--- config.mk ---
export PLATFORM = sky130hd
export DESIGN_NAME = split_wide_adder
export DESIGN_NICKNAME = d
export VERILOG_FILES = /design/src/rtl/split_add_pkg.sv /design/src/rtl/split_add_lo.sv /design/src/rtl/split_add_hi.sv /design/src/rtl/split_wide_adder.sv
export SDC_FILE = /design/constraint.sdc
export NUM_CORES = 1
export LEC_CHECK = 0
export BUFFER_PORTS_ARGS = -buffer_cell sky130_fd_sc_hd__buf_2
export CAP_MARGIN = 0
export CORE_UTILIZATION = 60
export DETAILED_ROUTE_END_ITERATION = 10
export GPL_TIMING_DRIVEN = 1
export HOLD_SLACK_MARGIN = 0.15
export PLACE_DENSITY = 0.95
export SETUP_SLACK_MARGIN = 0.5
export SYNTH_ARGS = -nofsm -noshare
export SYNTH_HDL_FRONTEND = slang
export SYNTH_SLANG_ARGS = --single-unit
--- constraint.sdc ---
create_clock -name clk -period 6.4 [get_ports clk]
set_input_delay 0.96 -clock clk [delete_from_list [all_inputs] [get_ports clk]]
set_output_delay 0.96 -clock clk [all_outputs]
set_load 0.01 [all_outputs]
--- src/rtl/split_add_pkg.sv ---
package split_add_pkg;
  localparam int DEF_SUM_W = 100;
  localparam int DEF_LO_W  = DEF_SUM_W / 2;
endpackage

--- src/rtl/split_add_lo.sv ---
module split_add_lo #(
  parameter int SUM_W = split_add_pkg::DEF_SUM_W,
  parameter int LO_W  = split_add_pkg::DEF_LO_W,
  localparam int HI_W = SUM_W - LO_W
) (
  input  logic             clk,
  input  logic             rst,
  input  logic             in_vld,
  input  logic [SUM_W-1:0] in_a,
  input  logic [SUM_W-1:0] in_b,
  output logic             s1_vld,
  output logic [LO_W-1:0]  s1_lo_sum,
  output logic             s1_carry,
  output logic [HI_W-1:0]  s1_a_hi,
  output logic [HI_W-1:0]  s1_b_hi
);
  function automatic logic [LO_W:0] lo_add(input logic [LO_W-1:0] x, input logic [LO_W-1:0] y);
    return {1'b0, x} + {1'b0, y};
  endfunction

  logic [LO_W:0] lo_full;
  assign lo_full = lo_add(in_a[LO_W-1:0], in_b[LO_W-1:0]);

  always_ff @(posedge clk) begin
    if (rst) begin
      s1_vld    <= 1'b0;
      s1_lo_sum <= '0;
      s1_carry  <= 1'b0;
      s1_a_hi   <= '0;
      s1_b_hi   <= '0;
    end else begin
      s1_vld <= in_vld;
      if (in_vld) begin
        s1_lo_sum <= lo_full[LO_W-1:0];
        s1_carry  <= lo_full[LO_W];
        s1_a_hi   <= in_a[SUM_W-1:LO_W];
        s1_b_hi   <= in_b[SUM_W-1:LO_W];
      end
    end
  end
endmodule

--- src/rtl/split_add_hi.sv ---
module split_add_hi #(
  parameter int SUM_W = split_add_pkg::DEF_SUM_W,
  parameter int LO_W  = split_add_pkg::DEF_LO_W,
  localparam int HI_W = SUM_W - LO_W
) (
  input  logic             clk,
  input  logic             rst,
  input  logic             s1_vld,
  input  logic [LO_W-1:0]  s1_lo_sum,
  input  logic             s1_carry,
  input  logic [HI_W-1:0]  s1_a_hi,
  input  logic [HI_W-1:0]  s1_b_hi,
  output logic             s2_vld,
  output logic [SUM_W-1:0] s2_sum,
  output logic             s2_cout
);
  function automatic logic [HI_W:0] hi_add(input logic [HI_W-1:0] x, input logic [HI_W-1:0] y,
                                           input logic cin);
    return {1'b0, x} + {1'b0, y} + {{HI_W{1'b0}}, cin};
  endfunction

  logic [HI_W:0] hi_full;
  assign hi_full = hi_add(s1_a_hi, s1_b_hi, s1_carry);

  always_ff @(posedge clk) begin
    if (rst) begin
      s2_vld  <= 1'b0;
      s2_sum  <= '0;
      s2_cout <= 1'b0;
    end else begin
      s2_vld <= s1_vld;
      if (s1_vld) begin
        s2_sum  <= {hi_full[HI_W-1:0], s1_lo_sum};
        s2_cout <= hi_full[HI_W];
      end
    end
  end
endmodule

--- src/rtl/split_wide_adder.sv ---
module split_wide_adder #(
  parameter int SUM_W = split_add_pkg::DEF_SUM_W,
  parameter int LO_W  = split_add_pkg::DEF_LO_W,
  localparam int HI_W = SUM_W - LO_W
) (
  input  logic             clk,
  input  logic             rst,
  input  logic             op_vld,
  input  logic [SUM_W-1:0] op_a,
  input  logic [SUM_W-1:0] op_b,
  output logic [SUM_W-1:0] res_sum,
  output logic             res_cout,
  output logic             res_vld
);
  // Internal events brought out by name for the checker
  logic            s1_vld;
  logic [LO_W-1:0] s1_lo_sum;
  logic            s1_carry;
  logic [HI_W-1:0] s1_a_hi;
  logic [HI_W-1:0] s1_b_hi;

  split_add_lo #(.SUM_W(SUM_W), .LO_W(LO_W)) i_lo (
    .clk(clk), .rst(rst), .in_vld(op_vld), .in_a(op_a), .in_b(op_b),
    .s1_vld(s1_vld), .s1_lo_sum(s1_lo_sum), .s1_carry(s1_carry),
    .s1_a_hi(s1_a_hi), .s1_b_hi(s1_b_hi)
  );

  split_add_hi #(.SUM_W(SUM_W), .LO_W(LO_W)) i_hi (
    .clk(clk), .rst(rst), .s1_vld(s1_vld), .s1_lo_sum(s1_lo_sum),
    .s1_carry(s1_carry), .s1_a_hi(s1_a_hi), .s1_b_hi(s1_b_hi),
    .s2_vld(res_vld), .s2_sum(res_sum), .s2_cout(res_cout)
  );
endmodule

==> key figures <==
Place
  – HPWL Detailed: 29000 um
  – IO Port Bufs: around 300
  – Pre-CTS setup slack: 2440 ps
  – RePlAce Congestion: 0.945

Finish
  – Share of layout cells above drive strength 1: between 20 and 25%
  – Fillers: 1725
  – Nets: between 2000 and 2500
  – FF+latch area: 5090 um^2
  – Area added between synthesis and finish: 18.0%
  – Multi-input logic area: 8760 um^2

Critical path
  – Startpoint types: flop
  – Data required, critical path: 6820 ps
  – Crit path top cell by count: fa_1
  – Kind of critical path: reg2reg
  – Crit Path Max Fanout: 4
  – WP data arrival: 4110 ps
  – Worst r2r src: i_lo.s1_a_hi[0]
  – Worst Path Buf+Inv: 1
  – R2R setup slack: approximately 2700 ps
  – Worst path top cell family by delay: compound AO/OA/AOI/OAI gates
  – CP max stage delay: 530 ps
  – RR Endpoint: i_hi.s2_sum[88]
  – Crit. End Element: flop
  – Reg2Reg Depth: 12
  – Critical path, cell by cell: fa_1, inv_1, fa_1, nand2b_1, a21o_1, a211oi_2, a21boi_1, a2111oi_4, nor2_1, o31ai_1, xnor2_1, o21ai_1
  – CP max stage cell: a2111oi_4

Worst hold path
  – Hold Startpoint: i_lo.s1_lo_sum[39]
  – Min-Delay Endpoint: i_lo.s1_lo_sum[39]
  – Worst Hold Class: reg2reg
  – Hold path cells: 2

Yosys
  – Unique masters post-synth: 77
  – Mapped Avg Cell Area: 8.92 um^2
  – Synth Flop Type: dfxtp_1
  – Ys Warns: 0
  – Syn_nets: between 1500 and 2000
  – EDFF count, synth: 0
  – Simple-Gate Fraction of Synth Area: ~15%
  – Proportion of synthesized area in mux cells: 14.4%
  – Synth async-reset ratio: 0%
  – Synth Instances: 1604
  – Cell Area, Synth: ~14000 um^2
  – Sequential fraction of the synthesis area: 35.5%
  – Adder-cell share of the synthesized area: 9.08%
  – XOR/XNOR Fraction of Synth Area: just under 5%
  – Largest family of logic cells by synthesized area: compound AO/OA/AOI/OAI gates
  – Yosys reg bits: 254
  – Post-synthesis compound-gate area fraction: between 10% and 20%

Timing
  – RSZ-0062 raised after global routing: false
  – Setup ws final: 2710 ps
  – Final critical-path required period: ~3700 ps
  – Setup TNS: 0 ps
  – Max Fclk: ~270 MHz
  – Max-slew headroom: between 30 and 40%
  – Clock Skew: around 20 ps
  – Pins Over Slew Limit: 0
  – Endpoints failing hold: 0
  – Setup Viol. Count Final: 0
  – Slew @ Worst Pin: 1040 ps
  – Fin crit share: between 50% and 60%

Routing
  – Pre-antenna DRT Iters: 6
  – Initial DRC Count: approximately 970
  – Vias: 13232
  – Vias per cell: around 6.0
  – WL final: 39800 um
  – DRC Markers: 0
  – Avg WL per Cell: roughly 18 um
  – Final ANT Viol Nets: 0

Clock tree
  – Root Buffer Master: clkbuf_16
  – CTS Hold Bufs: 0
  – CTS tree: built
  – Postcts setup bufs: 0
  – Clk_lat worst skew: ~540 ps
  – CTS Buf Count: 27
  – Post-cts resize count: 0
  – Max Root-Sink Buffers: 3
  – H-Tree Depth: 1
  – Clock Sinks: 254
  – Clock transition at path regs: 60 ps

Floorplanning
  – Core area: 23400 um^2
  – Die Footprint: 24500 um^2
  – DIE HEIGHT: 156 um
  – Die Width: 156 um
  – # rows: 56
  – Io pins: 305
  – Initial Util: between 60 and 70%

Status
  – Run status: finished, final reports clean

Global routing
  – All-layer global routing usage: about a third
  – Vias in the first global route: between 10000 and 15000
  – Antenna violations before repair: 6
  – First-pass GRT wire length: 62700 um
  – Largest net degree at the start of global routing: 100
  – Overflow left after global routing: 0

Pwr
  – Leak: 8.16 nW
  – IR drop worst, VDD: about 190 uV
  – PD cells: 252 nW/um^2

Run
  – Maxcap violations: 0
-- report_power, final --
group / leakage [nW] / internal, mW / switching, mW / total (mW)
clock network: 0.469 / 1.00 / 0.647 / 1.65
logic: 5.60 / 0.361 / 0.472 / 0.833
registers: 2.08 / 1.69 / 0.0740 / 1.76
total: 8.16 / 3.05 / 1.19 / 4.25
-- synth_stat cells (all sizes together), types with 16 or more instances --
library cell	count	area (um^2)
ha	99	1240
a211oi	17	148
o21ai	50	254
dfxtp	254	5080
nor3	16	91.3
nor2	266	998
mux2i	206	2060
a21oi	100	508
nand2	72	270
o21bai	18	135
buf	28	125
nand4	23	144
nand3	27	135
xnor2	48	420
xor2	33	289
clkbuf	64	240
a22o	17	149
inv	24	90.1
a21o	55	413
-- metrics by stage --
stage	hold slack, ps	instance area, um^2	utilization, %	power, mW	instances
6_report	468	16900	72.1	4.25	2194
5_1_grt	502	16900	72.1	4.41	2192
3_3_place_gp	450	15900	68.0	2.57	2141
3_5_place_dp	461	15900	68.0	2.60	2141
2_1_floorplan	440	14300	-	2.35	1604
4_1_cts	468	16900	72.1	4.25	2191
-- registers in the layout, indices dropped and copies added, names as in the netlist --
name	cells
i_lo.s1_a_hi	50
i_hi.s2_sum	100
i_lo.s1_vld	1
i_lo.s1_carry	1
i_hi.s2_cout	1
i_lo.s1_lo_sum	50
i_lo.s1_b_hi	50
i_hi.s2_vld	1
-- area by class of cell --
cell class	count	area share, %
Tap cell	319	2.37
Antenna cell	3	0.0445
Sequential cell	254	30.2
Clock buffer	37	4.58
Multi-Input combinational cell	1234	51.9
Timing Repair Buffer	310	9.36
Clock inverter	13	1.02
Inverter	24	0.534
-- worst reg2reg max path, cell delays in order, from the launching register on --
cell	delay [ps]
dfxtp_1	380
fa_1	310
inv_1	90
fa_1	410
nand2b_1	180
a21o_1	200
a211oi_2	370
a21boi_1	300
a2111oi_4	540
nor2_1	200
o31ai_1	380
xnor2_1	170
o21ai_1	70
-- worst max-delay path by stage --
stage | endpoint | cells past startpoint | from | slack, ps
5_1_grt | i_hi.s2_sum[98] | 12 | i_lo.s1_a_hi[0] | 2610
6_report | i_hi.s2_sum[88] | 12 | i_lo.s1_a_hi[0] | 2710
2_1_floorplan | i_lo.s1_lo_sum[48] | 11 | op_a[25] | 2960
3_3_place_gp | i_lo.s1_lo_sum[31] | 11 | op_a[1] | 2530
3_5_place_dp | i_lo.s1_lo_sum[48] | 13 | op_a[0] | 2440
4_1_cts | i_hi.s2_sum[88] | 12 | i_lo.s1_a_hi[0] | 2790
-- per-layer routing --
layer / GRT usage (%) / part of all wire [%] / routed length [um]
met1: 36.9 / 39 / 15500
met2: 55.1 / 49 / 19400
met3: 6.73 / 8.2 / 3280
met4: 14.2 / 3.9 / 1550
met5: 0 / 0.10 / 41
-- layout by cell type (no fill, tap or decap), types with 5 or more instances in the layout --
cell type	count
nor2_1	266
o211ai_1	11
and2_1	6
nand3_1	27
nor3_1	15
o21ai_1	14
nand2_1	72
inv_1	24
xnor2_1	48
o21ai_0	35
nand4_1	23
nor2b_1	12
clkbuf_8	6
nand2b_1	14
buf_4	6
nand3b_1	6
a41oi_1	5
clkbuf_16	27
o21a_1	10
mux2i_1	206
a31oi_1	14
a21oi_1	98
a21boi_0	5
and3_1	10
a22o_1	17
buf_2	302
dfxtp_1	253
clkinv_2	7
o31ai_1	7
ha_1	99
nor3b_1	9
a21o_1	55
o21bai_1	18
a211o_1	7
xor2_1	33
a211oi_1	13
-- logic make-up after synthesis --
group,count (synthesis)
AND/OR/NAND/NOR,486
AO/OA/AOI/OAI,359
flip-flops,254
multiplexers,206
buffers and inverters,116
adder cells (fa/ha/maj),102
XOR/XNOR,81
(Power assumes the default switching activity.)
